## config.mk

```make
export PLATFORM = sky130hd
export DESIGN_NAME = bus_release_arbiter
export DESIGN_NICKNAME = d
export VERILOG_FILES = /design/src/rtl/brel_pkg.sv /design/src/rtl/brel_sync.sv /design/src/rtl/brel_ctrl.sv /design/src/rtl/brel_pullup.sv /design/src/rtl/bus_release_arbiter.sv
export SDC_FILE = /design/constraint.sdc
export NUM_CORES = 1
export LEC_CHECK = 0
export ABC_CLOCK_PERIOD_IN_PS = 1400
export CORE_AREA = 3 3 42 44
export CTS_BUF_LIST = sky130_fd_sc_hd__clkbuf_16
export DETAILED_ROUTE_END_ITERATION = 10
export DIE_AREA = 0 0 45 47
export GPL_ROUTABILITY_DRIVEN = 1
export PLACE_DENSITY = 0.72
export SKIP_LAST_GASP = 1
export SYNTH_ARGS = -nofsm -noshare
export SYNTH_HDL_FRONTEND = slang
export SYNTH_HIERARCHICAL = 1
export SYNTH_SLANG_ARGS = --single-unit
```

## constraint.sdc

```tcl
create_clock -name clk -period 1.4 [get_ports clk]
set_input_delay 0.21 -clock clk [delete_from_list [all_inputs] [get_ports clk]]
set_output_delay 0.21 -clock clk [all_outputs]
set_load 0.02 [all_outputs]
```

## src/rtl/brel_pkg.sv

```systemverilog
package brel_pkg;
  typedef enum logic [1:0] {
    ST_OWN   = 2'd0,
    ST_REL   = 2'd1,
    ST_GUARD = 2'd2
  } brel_state_e;
endpackage

```

## src/rtl/brel_sync.sv

```systemverilog
module brel_sync #(
  parameter int STAGES = 2
) (
  input  logic clk,
  input  logic rst,
  input  logic d_i,
  output logic q_o
);
  logic [STAGES-1:0] sh_q;

  always_ff @(posedge clk) begin
    if (rst) sh_q <= '0;
    else     sh_q <= {sh_q[STAGES-2:0], d_i};
  end

  assign q_o = sh_q[STAGES-1];
endmodule

```

## src/rtl/brel_ctrl.sv

```systemverilog
module brel_ctrl
  import brel_pkg::*;
#(
  parameter int LVL_W = 4
) (
  input  logic             clk,
  input  logic             rst,
  input  logic             req_s_i,
  input  logic             cycle_done_i,
  input  logic             burst_i,
  input  logic             atomic_i,
  input  logic             split_i,
  input  logic             refresh_pend_i,
  input  logic [LVL_W-1:0] irq_level_i,
  input  logic [LVL_W-1:0] irq_mask_i,
  output logic             grant_d_o,
  output logic             grant_o,
  output logic             released_o,
  output logic             reclaim_o
);
  brel_state_e state_q, state_d;
  logic        safe_point;
  logic        need_bus;

  // Safe only at a cycle end that is not inside an indivisible sequence.
  assign safe_point = cycle_done_i & ~burst_i & ~atomic_i & ~split_i;
  assign need_bus   = refresh_pend_i | (irq_level_i > irq_mask_i);

  always_comb begin
    state_d = state_q;
    case (state_q)
      ST_OWN:   if (req_s_i && safe_point) state_d = ST_REL;
      ST_REL:   if (!req_s_i)              state_d = ST_GUARD;
      ST_GUARD:                            state_d = ST_OWN;
      default:                             state_d = ST_OWN;
    endcase
  end

  assign grant_d_o = (state_d == ST_REL);

  always_ff @(posedge clk) begin
    if (rst) begin
      state_q    <= ST_OWN;
      grant_o    <= 1'b0;
      released_o <= 1'b0;
      reclaim_o  <= 1'b0;
    end else begin
      state_q    <= state_d;
      grant_o    <= grant_d_o;
      released_o <= (state_d != ST_OWN);
      reclaim_o  <= grant_d_o & need_bus;
    end
  end
endmodule

```

## src/rtl/brel_pullup.sv

```systemverilog
module brel_pullup #(
  parameter int PU_CYCLES = 4,
  localparam int CW = $clog2(PU_CYCLES + 1)
) (
  input  logic clk,
  input  logic rst,
  input  logic grant_d_i,
  input  logic grant_q_i,
  input  logic addr_en_i,
  input  logic data_en_i,
  input  logic drive_next_i,
  output logic addr_pu_o,
  output logic data_pu_o
);
  logic [CW-1:0] win_q;

  always_ff @(posedge clk) begin
    if (rst) begin
      win_q     <= '0;
      data_pu_o <= 1'b0;
    end else begin
      if (grant_d_i && !grant_q_i)
        win_q <= addr_en_i ? CW'(PU_CYCLES) : '0;
      else if (!grant_d_i)
        win_q <= '0;
      else if (win_q != '0)
        win_q <= win_q - 1'b1;
      data_pu_o <= data_en_i & ~drive_next_i;
    end
  end

  assign addr_pu_o = (win_q != '0);
endmodule

```

## src/rtl/bus_release_arbiter.sv

```systemverilog
module bus_release_arbiter #(
  parameter int SYNC_STAGES = 2,
  parameter int LVL_W       = 4,
  parameter int PU_CYCLES   = 4
) (
  input  logic             clk,
  input  logic             rst,
  input  logic             ext_req_i,
  input  logic             seq_cycle_done_i,
  input  logic             seq_burst_i,
  input  logic             seq_atomic_i,
  input  logic             seq_split_i,
  input  logic             seq_drive_next_i,
  input  logic             refresh_pend_i,
  input  logic [LVL_W-1:0] irq_level_i,
  input  logic [LVL_W-1:0] irq_mask_i,
  input  logic             addr_pu_en_i,
  input  logic             data_pu_en_i,
  output logic             grant_o,
  output logic             reclaim_o,
  output logic             released_o,
  output logic             addr_pu_o,
  output logic             data_pu_o
);
  logic req_s;
  logic grant_d;

  brel_sync #(.STAGES(SYNC_STAGES)) u_sync (
    .clk (clk),
    .rst (rst),
    .d_i (ext_req_i),
    .q_o (req_s)
  );

  brel_ctrl #(.LVL_W(LVL_W)) u_ctrl (
    .clk            (clk),
    .rst            (rst),
    .req_s_i        (req_s),
    .cycle_done_i   (seq_cycle_done_i),
    .burst_i        (seq_burst_i),
    .atomic_i       (seq_atomic_i),
    .split_i        (seq_split_i),
    .refresh_pend_i (refresh_pend_i),
    .irq_level_i    (irq_level_i),
    .irq_mask_i     (irq_mask_i),
    .grant_d_o      (grant_d),
    .grant_o        (grant_o),
    .released_o     (released_o),
    .reclaim_o      (reclaim_o)
  );

  brel_pullup #(.PU_CYCLES(PU_CYCLES)) u_pu (
    .clk          (clk),
    .rst          (rst),
    .grant_d_i    (grant_d),
    .grant_q_i    (grant_o),
    .addr_en_i    (addr_pu_en_i),
    .data_en_i    (data_pu_en_i),
    .drive_next_i (seq_drive_next_i),
    .addr_pu_o    (addr_pu_o),
    .data_pu_o    (data_pu_o)
  );
endmodule

```

==> results of run 1 <==
[cell families after synthesis]
group                      synth area share [%]
AOI/OAI and AO/OA                          7.97
xor gates and xnor gates                   1.59
adders and majority gates                  13.7
buffers and inverters                      6.15
DFF                                        40.1
and+or+nand+nor                            30.5
[repair_timing]
item / in CTS / in global routing
hold buffers: 0 / 0
pin swaps: 0 / 5
setup endpoints to repair: 2 / 3
gates resized for setup: 5 / 9
[synth_stat cells, drive strengths merged (2+ instances only)]
| cell | n |
|---|---|
| nor2b | 8 |
| ha | 6 |
| nor4b | 2 |
| o21ai | 3 |
| nor2 | 4 |
| dfxtp | 11 |
| inv | 9 |
[power groups by stage]
stage / Combinational [uW] / Sequential, uW / Clock (uW)
2_1_floorplan: 29.3 / 327 / 0
3_3_place_gp: 93.8 / 325 / 0
3_5_place_dp: 94.6 / 326 / 0
4_1_cts: 95.2 / 320 / 524
5_1_grt: 105 / 320 / 537
6_report: 94.2 / 320 / 504
[state kept, by name (all words and copies together) (netlist names)]
signal,cells
u_ctrl/reclaim_o,1
u_pu/win_q,3
u_sync/sh_q,2
u_ctrl/state_q,2
u_pu/data_pu_o,1
u_ctrl/released_o,1
u_ctrl/grant_o,1
[worst paths after layout]
check,to,slack (ps),depth (start not counted)
max reg2reg,u_pu/win_q[2],100,6
max,released_o,60,1
min,u_ctrl/state_q[1],420,1
min reg2reg,u_ctrl/state_q[1],420,1
[metrics by stage]
step / setup WS [ps] / total power, uW
6_report: 60.7 / 918
5_1_grt: 4.09 / 962
4_1_cts: -20.0 / 940
3_5_place_dp: -204 / 420
3_3_place_gp: -185 / 419
2_1_floorplan: 231 / 357
[per-layer routing]
| metal | wire length, um | vias up | part of all wire (%) | global-route usage [%] |
|---|---|---|---|---|
| met5 | 0 | - | 0 | 0 |
| met4 | 9 | 0 | 0.98 | 9.94 |
| met3 | 93 | 2 | 10 | 4.98 |
| met2 | 453 | 18 | 49 | 18.4 |
| met1 | 360 | 191 | 39 | 8.99 |
| li1 | - | 238 | - | - |
[area by class of cell]
type,instances,area share (%)
multi-input cells,33,33.2
repair buffers,27,28.5
flip-flops and latches,11,24.0
clock buffers,3,8.13
inverters,9,3.66
well taps,16,2.17
clock inverters,1,0.407
==> summary.txt, run 1 <==
Status: completed
Hold Startpoint: u_sync/sh_q[1]
Net Sw Frac: 17.4%
Yosys Warn Count: 6
CTS H-tree depth: 1
Final Cycle Share: 95.7%
Final Critical Period: 1340 ps
Crit path from: u_ctrl/released_o
Number of I/O port buffers: 23
First-pass detailed-route iteration total: 1
Area growth syn-to-layout: 68.1%
DIE HEIGHT: 47 um
Synthesized area: 549 um^2
Final Skew: 2.41 ps
Placed cell count: 96
Final Non-Filler Cells: 100
Cells after Synth: 53
Max-cap violations: 0
Critical Path AT: 1130 ps
Horiz. Die Dim: 45 um
Die footprint: 0.00212 mm^2
Post-DP Area: 830 um^2
Layout cell share with drive strength beyond 1: 21.4%
Setup tns final: 0 ps
Worst hold path type: flop to flop
Max-slew headroom: 77.0%
Synth area leader: dfxtp_1
Int Pwr: 758 uW
Clock-pin slew on the worst setup and hold paths: 40 ps
Number of setup violations in the final report: 0
Max IR drop VDD: 0.720 mV
Slew Limit Fails: 0
Iter 0 DRT Violations: 0
Antenna viol nets, final: 0
Crit Path Class: flop to primary output
Synth unique cells: 20
Synth Net Count: 78
Core area: 0.00147 mm^2
DRC viols: 0
Data required, critical path: 1190 ps
HPWL Detailed: 777 um
Number of diodes: 0
Crit. End Element: primary output
Final cell utilization of the core: 62.8%
Largest net degree at the start of global routing: 9
Power Dens Cells: 995 mW/mm^2
Clock Power Share: 54.9%
Switching power total: 160 uW
Sequential power share: 34.9%
Avg Vias per Cell: 4.49
F_max: 747 MHz
CP max FO: 1
FF/Latch Area: 221 um^2
Post-Route WL: 917 um
LEAKAGE: 0.000429 uW
Postcts setup bufs: 0
Worst r2r src: u_pu/win_q[1]
Cell family contributing the most delay on the critical path: buffers and inverters
IO Count: 24
Combinational power share: 10.3%
CP Launch Type: flop
RSZ-0062 raised after global routing: false
Rows: 14
Area share of the largest cell type after synthesis: 40.1%
Starting Density: 37.3%
Fraction of registers with async set/reset: 0%
Most frequent cells in the layout: clkdlybuf4s50_1, dfxtp_1, inv_1, nor2b_1, ha_1
Synth Register Bits: 11
Total GRT Usage: 10.6%
Synth Area per Inst: 10.4 um^2
WL per Instance: 9.17 um
CTS tree: done
Register area share after synthesis: 40.1%
Commonest non-fill, non-tap cell in the layout: clkdlybuf4s50_1
Tightest Pin Transition: 339 ps
Via count: 449
Post-route cell area: 923 um^2
Nets: 110
Primary FF master, synth: dfxtp_1
First-pass GRT wire length: 1510 um
Ranking of synthesized cells by area: dfxtp_1, ha_1, nor2b_1, inv_1, nor4b_4
Worst path cell trace: clkdlybuf4s50_1
Clk sinks: 11
Initial antenna violation count: 0
Vias in the first global route: 426
Critical Path Max Stage Delay: 590 ps
Total gr overflow: 0
Multi-input combinational cell area: 307 um^2
Root Buffer: clkbuf_16
Post-synth EDFFs: 0
CP bufs+invs: 1
Gpl congestion: 0.727
Fin Hold WS: 421 ps
Layout fillers: 137
Crit path max-delay cell type: clkdlybuf4s50_1
Clk buf depth: 2
Hold Violations, Final: 0
Number of CTS-inserted buffers: 3
Clk_lat worst skew: 240 ps
No activity file was read; power rests on OpenSTA's default activity.
==> inputs of run 2 (changes only) <==
Settings changed: CORE_AREA 3 3 42 44 to 2 2 41 43, DIE_AREA 0 0 45 47 to 0 0 43 45.
==> run 2 against run 1 <==
Effect of this change:
- die area down 8.5%
- clock skew hardly changed
- worst setup slack got worse by 27 ps
- first-iteration DRC count rose by 3
- final area fell by 0.27%
- routed wire length increased by 8.9%
- register-to-register slack barely moved
==> summary.txt, run 2 (same netlist as run 1, synthesis figures left out) <==
Root Buffer: clkbuf_16
Int Pwr: 761 uW (+0.38%)
R2R cell count: 6 (unchanged)
Rows: 14 (unchanged)
Fin Hold WS: 432 ps (+11.2 ps)
Horiz. Die Dim: 43 um (-4.4%)
Most frequent cells in the layout: clkdlybuf4s50_1, dfxtp_1, inv_1
DRC viols: 0 (unchanged)
Max-cap violations: 0 (unchanged)
F_max: 732 MHz (-2.0%)
LEAKAGE: 0.000422 uW (-1.6%)
Avg Vias per Cell: 4.68 (+4.2%)
Final Skew: 2.78 ps (+0.366 ps)
Crit. End Element: primary output
Hold Path Cell Cnt: 1 (unchanged)
RSZ-0062 raised after global routing: true
FF/Latch Area: 220 um^2 (-0.56%)
Clock-pin slew on the worst setup and hold paths: 40 ps (about the same)
Number of diodes: 0 (unchanged)
Starting Density: 37.3% (unchanged)
First-pass GRT wire length: 1680 um (+11%)
Tightest Pin Transition: 347 ps (+7.19 ps)
Via count: 468 (+4.2%)
Clock Power Share: 54.9% (about the same)
Number of I/O port buffers: 23 (unchanged)
Sequential power share: 34.5% (-0.4 points)
Largest Register: u_pu/win_q
Critical Path Max Stage Delay: 330 ps (-260 ps)
Setup tns final: 0 ps (unchanged)
DIE HEIGHT: 45 um (-4.3%)
Layout cell share with drive strength beyond 1: 19.0% (-2.4 points)
Iter 0 DRT Violations: 3 (+3)
Final Critical Period: 1370 ps (+27.0 ps)
Largest register FFs: 3 (unchanged)
CP Launch Type: flop
Combinational power share: 10.6% (+0.3 points)
Total gr overflow: 0 (unchanged)
Worst slack at placement: -204 ps (+0.147 ps)
Vias in the first global route: 443 (+4.0%)
Crit path max-delay cell type: dfxtp_1
Hold Violations, Final: 0 (unchanged)
Reg2reg setup slack: 90 ps (about the same)
HPWL Detailed: 815 um (+4.9%)
Data required, critical path: 1190 ps (about the same)
Gpl congestion: 0.724 (-0.43%)
Commonest non-fill, non-tap cell in the layout: clkdlybuf4s50_1
Crit Path Class: flop to primary output
Hold Startpoint: u_sync/sh_q[0]
Post-Route WL: 999 um (+8.9%)
Cell family contributing the most delay on the critical path: adder cells
Antenna viol nets, final: 0 (unchanged)
Critical Path AT: 1160 ps (+30 ps)
Die footprint: 0.00194 mm^2 (-8.5%)
Multi-input combinational cell area: 308 um^2 (+0.41%)
Clk sinks: 11 (unchanged)
WHS Endpoint: u_sync/sh_q[1]
Total GRT Usage: 12.5% (+1.9 points)
Worst hold path type: flop to flop
WL per Instance: 9.99 um (+8.9%)
Worst path cell trace: inv_1 -> ha_1 -> ha_1 -> inv_2 -> buf_6
Initial antenna violation count: 0 (unchanged)
Switching power total: 167 uW (+4.4%)
Number of CTS-inserted buffers: 3 (unchanged)
CTS H-tree depth: 1 (unchanged)
CP bufs+invs: 3 (+2)
Layout fillers: 131 (-4.4%)
Largest net degree at the start of global routing: 9 (unchanged)
Fin worst setup slack: 33.7 ps (-27.0 ps)
Worst r2r src: u_pu/win_q[1]
CP max FO: 2 (+1)
Number of setup violations in the final report: 0 (unchanged)
Largest regs: u_pu/win_q: 3 flops, u_ctrl/state_q: 2 flops, u_sync/sh_q: 2 flops
IO Count: 24 (unchanged)
Status: completed
Area growth syn-to-layout: 67.7%
Power Dens Cells: 1010 mW/mm^2 (+1.4%)
Max-slew headroom: 76.6% (-0.49 points)
Net Sw Frac: 18.0% (+0.57 points)
Reg2reg end: u_pu/win_q[2]
Clk buf depth: 2 (unchanged)
Nets: 110 (unchanged)
Clk_lat worst skew: 240 ps (about the same)
CTS tree: done
Max IR drop VDD: 0.796 mV (+11%)
First-pass detailed-route iteration total: 2 (+1)
Slew Limit Fails: 0 (unchanged)
Postcts setup bufs: 0 (unchanged)
Final Cycle Share: 97.6% (+1.9 points)
Core area: 0.00147 mm^2 (unchanged)
Most common cell on crit path: ha_1
Total power: 928 uW (+1.1%)
Post-route cell area: 921 um^2 (-0.27%)
Post-DP Area: 830 um^2 (unchanged)
==> run 2: changes by cell type in the layout (fill, tap and decap cells not counted) <==
cell and change:
dlymetal6s2s_1 -1, inv_1 +1, o31ai_2 +1, dfxtp_1 +1
inv_2 -1, ha_4 +1, clkdlybuf4s50_1 +1, dfxtp_2 -1
o31ai_4 -1, ha_2 -1
==> run 2: how the worst max path moves through the flow <==
stage,cells past startpoint,to,from
6_report,5,addr_pu_o,u_pu/win_q[1]
5_1_grt,5,addr_pu_o,u_pu/win_q[1]
4_1_cts,5,addr_pu_o,u_pu/win_q[0]
3_5_place_dp,7,u_ctrl/reclaim_o,irq_mask_i[1]
3_3_place_gp,7,u_ctrl/reclaim_o,irq_mask_i[1]
2_1_floorplan,5,u_pu/win_q[2],u_pu/win_q[0]
==> run 2: layout make-up <==
type	instances	area share, %
inverter	9	3.67
clock inverter	1	0.408
timing repair buffer	27	28.3
clock buffer	3	8.15
sequential	11	23.9
tap	16	2.17
multi-input combinational	33	33.4
==> run 2: worst register-to-register path: stages (launching register included) <==
cell	delay [ps]
dfxtp_1	330
inv_1	50
ha_1	170
ha_1	200
buf_4	150
nor2b_1	130
o31ai_2	200
==> run 2: metrics by stage <==
step                std cells  util [%]
floorplan                  53         -
global placement           96      56.4
detailed placement         96      56.4
CTS                       100      61.3
global route              100      62.6
finish                    100      62.6
==> run 2: power groups by stage <==
stage	sequential [uW]	clock (uW)	combinational (uW)
3_5_place_dp	326	0	95.4
3_3_place_gp	326	0	93.9
4_1_cts	320	533	95.9
2_1_floorplan	327	0	29.3
5_1_grt	320	544	111
6_report	320	509	98.7
==> run 2: per-layer routing <==
layer / vias up / global-route usage [%] / part of all wire (%)
met3: 2 / 4.80 / 7.8
li1: 240 / - / -
met1: 209 / 11.9 / 38
met4: 0 / 9.09 / 1.9
met2: 17 / 22.1 / 53
met5: - / 0 / 0
==> run 2: repair_timing <==
item,CTS,global route
pin swaps,0,2
hold buffers,0,0
gates resized for setup,5,5
setup endpoints to repair,2,2
